--- src/rtl/muldiv_pkg.sv ---
package muldiv_pkg;
  typedef enum logic {
    OP_MUL = 1'b0,
    OP_DIV = 1'b1
  } muldiv_op_e;

  function automatic int steps_for(input int width, input logic word);
    return word ? width : width / 2;
  endfunction
endpackage

--- src/rtl/muldiv_ctrl.sv ---
module muldiv_ctrl #(
  parameter int W = 16
) (
  input  logic clk,
  input  logic rst_n,
  input  logic start,
  input  logic word,
  input  logic fault,
  output logic accept,
  output logic step,
  output logic last,
  output logic busy,
  output logic done,
  output logic err
);
  localparam int CW = $clog2(W + 1);

  logic [CW-1:0] cnt;

  assign accept = start && !busy;
  assign step   = busy;
  assign last   = busy && (cnt == CW'(1));

  always_ff @(posedge clk or negedge rst_n) begin
    if (!rst_n) begin
      busy <= 1'b0;
      cnt  <= '0;
      done <= 1'b0;
      err  <= 1'b0;
    end else begin
      done <= 1'b0;
      err  <= 1'b0;
      if (accept) begin
        if (fault) begin
          done <= 1'b1;
          err  <= 1'b1;
        end else begin
          busy <= 1'b1;
          cnt  <= CW'(muldiv_pkg::steps_for(W, word));
        end
      end else if (busy) begin
        cnt <= cnt - CW'(1);
        if (cnt == CW'(1)) begin
          busy <= 1'b0;
          done <= 1'b1;
        end
      end
    end
  end

  // completion and iteration never overlap
  a_r8_done_not_busy: assert property (@(posedge clk) disable iff (!rst_n)
    done |-> !busy);

  // counter stays inside its legal window while iterating
  a_r8_cnt_window: assert property (@(posedge clk) disable iff (!rst_n)
    busy |-> (cnt != '0) && (cnt <= CW'(W)));

  // a start during busy does not reload the step counter
  a_r9_start_ignored: assert property (@(posedge clk) disable iff (!rst_n)
    (busy && start) |=> (cnt == $past(cnt) - CW'(1)));

  // busy cannot end before the counter runs out
  a_r9_busy_hold: assert property (@(posedge clk) disable iff (!rst_n)
    (busy && !last) |=> busy && !done);

  // error only reported together with done
  a_r7_err_with_done: assert property (@(posedge clk) disable iff (!rst_n)
    err |-> done);
endmodule

--- src/rtl/muldiv_dp.sv ---
module muldiv_dp #(
  parameter int W = 16
) (
  input  logic         clk,
  input  logic         rst_n,
  input  logic         load,
  input  logic         step,
  input  logic         op_div,
  input  logic         word,
  input  logic [W-1:0] acc_in,
  input  logic [W-1:0] hi_in,
  input  logic [W-1:0] opnd,
  output logic         is_div,
  output logic         is_word,
  output logic [W-1:0] res_lo,
  output logic [W-1:0] res_hi,
  output logic         hi_nz
);
  localparam int H = W / 2;

  logic [2*W-1:0] work, work_n, work_ld;
  logic [W-1:0]   aux, aux_ld, opb, opb_ld, hold_hi;
  logic [W:0]     trial, diff;
  logic           ge;
  logic [W-1:0]   rem_n;

  // Load alignment: byte-mode operands are pre-shifted so that the same
  // MSB-first step works for both widths.
  always_comb begin
    if (op_div) begin
      aux_ld = '0;
      if (word) begin
        work_ld = {hi_in, acc_in};
        opb_ld  = opnd;
      end else begin
        work_ld = {{H{1'b0}}, acc_in[W-1:H], acc_in[H-1:0], {H{1'b0}}};
        opb_ld  = {{H{1'b0}}, opnd[H-1:0]};
      end
    end else begin
      work_ld = '0;
      if (word) begin
        aux_ld = opnd;
        opb_ld = acc_in;
      end else begin
        aux_ld = {opnd[H-1:0], {H{1'b0}}};
        opb_ld = {{H{1'b0}}, acc_in[H-1:0]};
      end
    end
  end

  // One iteration: shift-add for multiply, restoring shift-subtract for divide
  always_comb begin
    trial = {work[2*W-1:W], work[W-1]};
    diff  = trial - {1'b0, opb};
    ge    = (trial >= {1'b0, opb});
    rem_n = ge ? diff[W-1:0] : trial[W-1:0];
    if (is_div)
      work_n = {rem_n, work[W-2:0], ge};
    else
      work_n = {work[2*W-2:0], 1'b0} + (aux[W-1] ? {{W{1'b0}}, opb} : {(2*W){1'b0}});
  end

  // Result placement in the register pair, fixed by width mode
  always_comb begin
    hi_nz = is_word ? (|work_n[2*W-1:W]) : (|work_n[W-1:H]);
    if (is_div) begin
      if (is_word) begin
        res_lo = work_n[W-1:0];
        res_hi = work_n[2*W-1:W];
      end else begin
        res_lo = {work_n[W+H-1:W], work_n[H-1:0]};
        res_hi = hold_hi;
      end
    end else begin
      res_lo = work_n[W-1:0];
      res_hi = is_word ? work_n[2*W-1:W] : hold_hi;
    end
  end

  always_ff @(posedge clk or negedge rst_n) begin
    if (!rst_n) begin
      work    <= '0;
      aux     <= '0;
      opb     <= '0;
      hold_hi <= '0;
      is_div  <= 1'b0;
      is_word <= 1'b0;
    end else if (load) begin
      work    <= work_ld;
      aux     <= aux_ld;
      opb     <= opb_ld;
      hold_hi <= hi_in;
      is_div  <= op_div;
      is_word <= word;
    end else if (step) begin
      work <= work_n;
      aux  <= {aux[W-2:0], 1'b0};
    end
  end

  // partial remainder stays below the divisor (relies on the fault pre-check)
  a_r4_rem_below_divisor: assert property (@(posedge clk) disable iff (!rst_n)
    (step && is_div) |-> (work[2*W-1:W] < opb));

  // byte product never spills above the low word
  a_r1_byte_mul_fits: assert property (@(posedge clk) disable iff (!rst_n)
    (step && !is_div && !is_word) |-> (work[2*W-1:W] == '0));
endmodule

--- src/rtl/muldiv_acc.sv ---
module muldiv_acc #(
  parameter int W = 16
) (
  input  logic         clk,
  input  logic         rst_n,
  input  logic         start,
  input  logic         op_div,
  input  logic         op_word,
  input  logic [W-1:0] acc_in,
  input  logic [W-1:0] hi_in,
  input  logic [W-1:0] operand,
  output logic         busy,
  output logic         done,
  output logic         err,
  output logic [W-1:0] acc_out,
  output logic [W-1:0] hi_out,
  output logic         cf_out,
  output logic         of_out
);
  localparam int H = W / 2;

  logic         accept, step, last, fault;
  logic         is_div, is_word, hi_nz;
  logic [W-1:0] res_lo, res_hi, upper, dvs;

  // Fault pre-check: upper dividend half >= divisor (covers zero divisor)
  always_comb begin
    if (op_word) begin
      upper = hi_in;
      dvs   = operand;
    end else begin
      upper = {{H{1'b0}}, acc_in[W-1:H]};
      dvs   = {{H{1'b0}}, operand[H-1:0]};
    end
    fault = (op_div == muldiv_pkg::OP_DIV) && (upper >= dvs);
  end

  muldiv_ctrl #(.W(W)) u_ctrl (
    .clk(clk), .rst_n(rst_n), .start(start), .word(op_word), .fault(fault),
    .accept(accept), .step(step), .last(last), .busy(busy), .done(done), .err(err)
  );

  muldiv_dp #(.W(W)) u_dp (
    .clk(clk), .rst_n(rst_n), .load(accept), .step(step),
    .op_div(op_div), .word(op_word), .acc_in(acc_in), .hi_in(hi_in), .opnd(operand),
    .is_div(is_div), .is_word(is_word), .res_lo(res_lo), .res_hi(res_hi), .hi_nz(hi_nz)
  );

  always_ff @(posedge clk or negedge rst_n) begin
    if (!rst_n) begin
      acc_out <= '0;
      hi_out  <= '0;
      cf_out  <= 1'b0;
      of_out  <= 1'b0;
    end else if (accept && fault) begin
      acc_out <= acc_in;
      hi_out  <= hi_in;
    end else if (last) begin
      acc_out <= res_lo;
      hi_out  <= res_hi;
      if (!is_div) begin
        cf_out <= hi_nz;
        of_out <= hi_nz;
      end
    end
  end

  // multiply flags agree with the high half now sitting in the pair
  a_r3_flags_match_high: assert property (@(posedge clk) disable iff (!rst_n)
    (done && !err && !is_div) |->
      (cf_out == of_out) && (cf_out == (is_word ? (|hi_out) : (|acc_out[W-1:H]))));

  // divide and fault completions keep the flags
  a_r6_div_keeps_flags: assert property (@(posedge clk) disable iff (!rst_n)
    (done && (err || is_div)) |-> $stable(cf_out) && $stable(of_out));

  // outputs do not move while iterating
  a_r8_outputs_hold: assert property (@(posedge clk) disable iff (!rst_n)
    (busy && !last) |=> $stable(acc_out) && $stable(hi_out));
endmodule

--- config.mk ---
export PLATFORM = sky130hd
export DESIGN_NAME = muldiv_acc
export DESIGN_NICKNAME = d
export VERILOG_FILES = /design/src/rtl/muldiv_pkg.sv /design/src/rtl/muldiv_ctrl.sv /design/src/rtl/muldiv_dp.sv /design/src/rtl/muldiv_acc.sv
export SDC_FILE = /design/constraint.sdc
export NUM_CORES = 1
export LEC_CHECK = 0
export BUFFER_PORTS_ARGS = -buffer_cell sky130_fd_sc_hd__buf_2
export CAP_MARGIN = 20
export CORE_MARGIN = 4
export CORE_UTILIZATION = 58
export CTS_CLUSTER_DIAMETER = 40
export DETAILED_ROUTE_END_ITERATION = 8
export PLACE_DENSITY = 0.79
export RECOVER_POWER = 50
export SYNTH_ARGS = -nofsm -noshare
export SYNTH_HDL_FRONTEND = slang
export SYNTH_SLANG_ARGS = --single-unit
--- constraint.sdc ---
create_clock -name clk -period 7.1 [get_ports clk]
set_input_delay 1.42 -clock clk [delete_from_list [all_inputs] [get_ports clk]]
set_output_delay 1.42 -clock clk [all_outputs]
set_load 0.02 [all_outputs]
* Word-level counts from Yosys, hierarchy flattened
Cells that the tools add are included.
** Word-level totals
- Register bits :: 123
- Output and inout bits :: 37
- Input port bits :: 53
** Operators by class
- Equal/unequal tests :: 2
- Order comparisons :: 2
- Bitwise gates (word level) :: 2
- $add $sub $neg :: 3
- Multiplexer cells :: 36
- Reductions and logical operators :: 11
** Operators with widths (count)
- 2-to-1 mux 16 bit :: 17
- 2-to-1 mux 32 bit :: 5
- adder 32 bit :: 1
- 2-to-1 mux 5 bit :: 4
- >= comparator 17 x 16 -> 1 bit :: 1
- >= comparator 16 bit :: 1
- OR reduction 16 bit :: 1
- subtractor 16 bit :: 1
- 2-to-1 mux 1 bit :: 10
- OR reduction 8 bit :: 1
- equality test 5 x 1 -> 1 bit, second input constant :: 1
- subtractor 5 x 1 -> 5 bit, second input constant :: 1
- logical AND 1 bit :: 4
- nonzero test 2 bit :: 2
- AND reduction 3 bit :: 1
- != test 2 bit, second input constant :: 1
- NOT 1 bit :: 2
- AND reduction 2 bit :: 1
- logical NOT 1 bit :: 1

* Logic depth before layout (Yosys ltp)
- Depth after elaboration :: 7
- Depth in mapped cells :: 15
- Gate-level depth less buffers :: 14

* Cells and area by module
Synthesis repeated with hierarchy kept, for this count alone.
** Unflattened totals
- Cell total of the unflattened synthesis :: 1017
- Area, all modules :: 9414.0 sq um
** By module, submodules not included
- muldiv_dp :: cells an instance 792, area an instance 6623.9 sq um, seq. area each 2052.0 sq um, instances 1
- muldiv_acc :: cells an instance 185, area an instance 2346.0 sq um, seq. area each 825.8 sq um, instances 1
- muldiv_ctrl :: cells an instance 40, area an instance 444.2 sq um, seq. area each 200.2 sq um, instances 1

* Least setup slack after synthesis
No wires, ideal clock.
- Path type :: input -> register
- From :: in op_word
- To :: reg hi_out[5]
- Arrival :: 4198 ps
- Path slack :: 2786 ps
- Library setup time :: 116 ps
- Buffers on the path :: 3
- Stages :: 14
- Cells stage by stage :: clkbuf_1 -> clkbuf_1 -> mux2_2 -> ha_1 -> a21o_1 -> a21o_1 -> a211oi_1 -> o21bai_1 -> a31oi_1 -> o21ai_1 -> nor2_1 -> clkbuf_1 -> nand2_1 -> o311ai_0
** On the way
- Longest elaborated chain between the ends :: 5
- Elaborated cells on any way between the ends :: 7
- Those cells by class :: 1 x order compare; 3 x mux; 3 x reduce/logical
** RTL lines
- from (decl) :: line muldiv_acc.sv:8 : input logic op_word,
- 2-to-1 mux 16 bit :: line muldiv_acc.sv:28 : if (op_word) begin
- >= comparator 16 bit * :: line muldiv_acc.sv:35 : fault = (op_div == muldiv_pkg::OP_DIV) && (upper >= dvs);
- logical AND 1 bit * :: line muldiv_acc.sv:35
- logical AND 1 bit * :: line muldiv_acc.sv:55 : end else if (accept && fault) begin
- 2-to-1 mux 16 bit or nonzero test 2 bit (tied branches)
- to (signal assigned) :: line muldiv_acc.sv:57 : hi_out <= hi_in;
- to (signal assigned) :: line muldiv_acc.sv:60 : hi_out <= res_hi;
- to (decl) :: line muldiv_acc.sv:16 : output logic [W-1:0] hi_out,
Mark *: on every way between the ends. The rest lies on a longest branch, timed or not.
A chain may end at the register's enable or synchronous reset.

==> flow_summary_export.csv <==
group,metric,value,unit
status,status,"finished, violations left",
status,violations,"DRC, capacitance limit, slew limit",
placed_design,gp_congestion,0.990,
setup_path,critPathTopFamily,"buffers and inverters",
logic_synthesis,yosysTopAreaCellShare,0.346,
die,die_w,132,um
layout,drive_above_1_share,0.124,
clocking,htreeDepth,4,
clocking,cts_root_buf,"clkbuf_16",
flow_run,drv_cap,1,
route,route.met2.wl,12600,um
route,routed_wl,29700,um
placed_design,postPlaceCellArea,9390,um^2
setup_path,crit_buf_inv,2,
die,core,14800,um^2
setup_path,r2r_slack,2600,ps
global_route,grt_start_max_net_pins,75,
layout,areaGrowthSynthToFinish,12.1,%
sta,setup_tns,0,ps
sta,relSlewSlack,-1.75,
clocking,postCtsResizedCells,0,
setup_path,crit_fanout,74,
sta,setup_violations,0,
setup_path,path_depth,2,
logic_synthesis,ys_top_cells_by_area,"dfrtp_1 (35%), ha_1 (6.9%), nand2_1 (6.6%)",
sta,max_freq,210,MHz
sta,rsz0062_at_grt,"no",
die,initial_core_util,0.602,
logic_synthesis,seq_area_frac_synth,0.346,
route,final_antenna_net_count,0,
setup_path,rr_startpoint,"u_dp.aux[15]",
sta,hold_violations,0,
route,wl_met1,11900,um
setup_path,cpPeakStageDelay,2830,ps
logic_synthesis,synth_edf_count,0,
clocking,cts_hold_buf,0,
logic_synthesis,ys.flop_type,"dfrtp_1",
layout,fin_area,9960,um^2
die,die-area,17400,um^2
clocking,numCtsBuffers,17,
sta,fin_crit,4760,ps
die,rows,44,
clocking,cts_tree,"built",
logic_synthesis,synth.cell_area,8890,um^2
placed_design,hpwl,21600,um
setup_path,crit_arrival,5250,ps
sta,slew_viol_final,75,
route,wire_per_inst,22.6,um
logic_synthesis,yosysWarnings,0,
logic_synthesis,synth_top_cell_by_area,"dfrtp_1",
setup_path,rr_endpoint,"of_out",
global_route,grt_pass1_vias,8329,
logic_synthesis,yosys_register_bits,123,
clocking,cts_sinks,123,
logic_synthesis,syn_avg_cell_area,8.41,um^2
setup_path,setup.worst_path.start,"rst_n",
setup_path,crit_type,"primary input to asynchronous set/reset pin",
sta,worst_slack,2340,ps
logic_synthesis,netlist_top_cells_count,"nand2_1 (157), dfrtp_1 (123), a21oi_1 (95)",
power_and_ir_drop,power.density,559,nW/um^2
setup_path,worstPathCellList,"clkbuf_1 -> buf_4",
route,met3WireLength,4080,um
setup_path,critPathRequiredTime,7590,ps
route,drt-initial-drc-count,1418,
layout,antenna_cells,0,
power_and_ir_drop,p_leak,4.56,nW
sta,hold_ws,470,ps
route,first_pass_iters,9,
die,die_h,132,um
sta,clock_skew,7.50,ps
sta,finalCritPeriodShare,0.670,
layout,layout.nets,1220,
logic_synthesis,async_reset_ff_frac,1.00,
global_route,gr-usage-all-layers,0.339,
route,vias_per_cell,6.83,
route,drc,1,
logic_synthesis,synth_cell_types,78,
placed_design,place_inst,1281,
placed_design,io_buffers,89,
setup_path,cp_slowest_cell,"clkbuf_1",
placed_design,dp_slack,2150,ps
clocking,worst_skew_pair.late_latency,420,ps
setup_path,worst_r2r_path_depth,13,
route,topRoutingLayerUsed,"met4",
hold_path,hp-class,"flip-flop to flip-flop",
clocking,clockBufferDepth,2,
global_route,grt_pass1_wl,46900,um
layout,nFillCells,1209,
sta,tightest_slew,4120,ps
logic_synthesis,syn-num-nets,1161,
route,vias,8966,
setup_path,cp-endpoint,"u_dp.work[22]",
global_route,antenna_found_initial,0,
logic_synthesis,yosysMostFrequentCell,"nand2_1",
clocking,post-cts-setup-buffers,0,
setup_path,start_kind,"primary input",
global_route,overflow,0,
setup_path,end_kind,"asynchronous set/reset pin",
layout,final_cells,1313,
logic_synthesis,syn-instance-count,1057,
die,io_pins,90,
clocking,clk_pin_slew_worst_paths,50,ps
power_and_ir_drop,ir_drop,0.000269,V
-- flip-flops by register name, indices dropped and copies added, names as in the netlist --
| register | count |
|---|---|
| u_ctrl.cnt | 5 |
| of_out | 1 |
| u_dp.work | 32 |
| u_ctrl.done | 1 |
| u_dp.aux | 16 |
| u_ctrl.busy | 1 |
| u_dp.hold_hi | 16 |
| u_ctrl.err | 1 |
| u_dp.opb | 16 |
| u_dp.is_div | 1 |
| u_dp.is_word | 1 |
| acc_out | 16 |
| hi_out | 16 |
-- placed cells by master (no fill, tap or decap), types with 16 or more instances in the layout --
cell,synthesis,layout
a21oi_1,95,95
a221oi_1,19,19
a22oi_1,33,33
and2_1,27,27
buf_2,2,51
clkbuf_1,47,38
clkbuf_16,0,17
dfrtp_1,123,123
ha_1,49,49
inv_1,46,46
mux2_2,18,18
mux2i_1,37,37
nand2_1,157,157
nand3_1,20,20
nor2_1,75,73
o21ai_0,69,69
xnor2_1,16,16
-- worst min-delay path, cell delays in order, from the launching register on --
cell and delay (ps):
dfrtp_1 330, nand2_1 50, nand2_1 50
-- worst min path at each step --
| stage | from | endpoint | slack [ps] | depth (start not counted) |
|---|---|---|---|---|
| 4_1_cts | u_dp.hold_hi[15] | u_dp.hold_hi[15] | 470 | 2 |
| 3_3_place_gp | u_dp.hold_hi[14] | u_dp.hold_hi[14] | 450 | 2 |
| 5_1_grt | u_dp.hold_hi[1] | u_dp.hold_hi[1] | 490 | 2 |
| 2_1_floorplan | u_dp.hold_hi[2] | u_dp.hold_hi[2] | 440 | 2 |
| 6_report | u_dp.hold_hi[15] | u_dp.hold_hi[15] | 470 | 2 |
| 3_5_place_dp | u_dp.hold_hi[15] | u_dp.hold_hi[15] | 460 | 2 |
-- report_power, final --
group          switching (mW)  internal (mW)  leakage (nW)
clock                   0.322          0.587         0.301
sequential              0.370           1.05          1.51
combinational            2.06           1.18          2.75
total                    2.75           2.81          4.56
-- cell type report --
cell class / instances / area [um^2] / share of cell area
Multi-Input combinational cell: 826 / 5370 / 0.539
Sequential cell: 123 / 3080 / 0.309
Timing Repair Buffer: 101 / 488 / 0.0490
Clock buffer: 21 / 480 / 0.0482
Tap cell: 184 / 230 / 0.0231
Inverter: 47 / 176 / 0.0177
Clock inverter: 11 / 141 / 0.0142
-- metal layers --
layer  track usage  up-vias
met5             0        -
met2         0.499      673
li1              -     3974
met3        0.0992      100
met4         0.116        0
met1         0.479     4219
-- cells by family (layout without fill, tap and decap cells) --
logic type      after synthesis  after routing  share of synthesized area
simple gates                356            356                      0.188
flops                       123            123                      0.346
mux                          55             55                     0.0645
fa+ha+maj                    51             51                     0.0735
compound gates              338            338                      0.252
xor+xnor                     26             26                     0.0256
buf+inv                     108            180                     0.0510
-- stage by stage --
step                utilization  total power, mW
floorplan                     -             3.60
global placement          0.636             4.47
detailed placement        0.636             4.52
CTS                       0.678             5.47
global route              0.675             5.92
finish                    0.675             5.57
No activity file was read; power rests on OpenSTA's default activity.
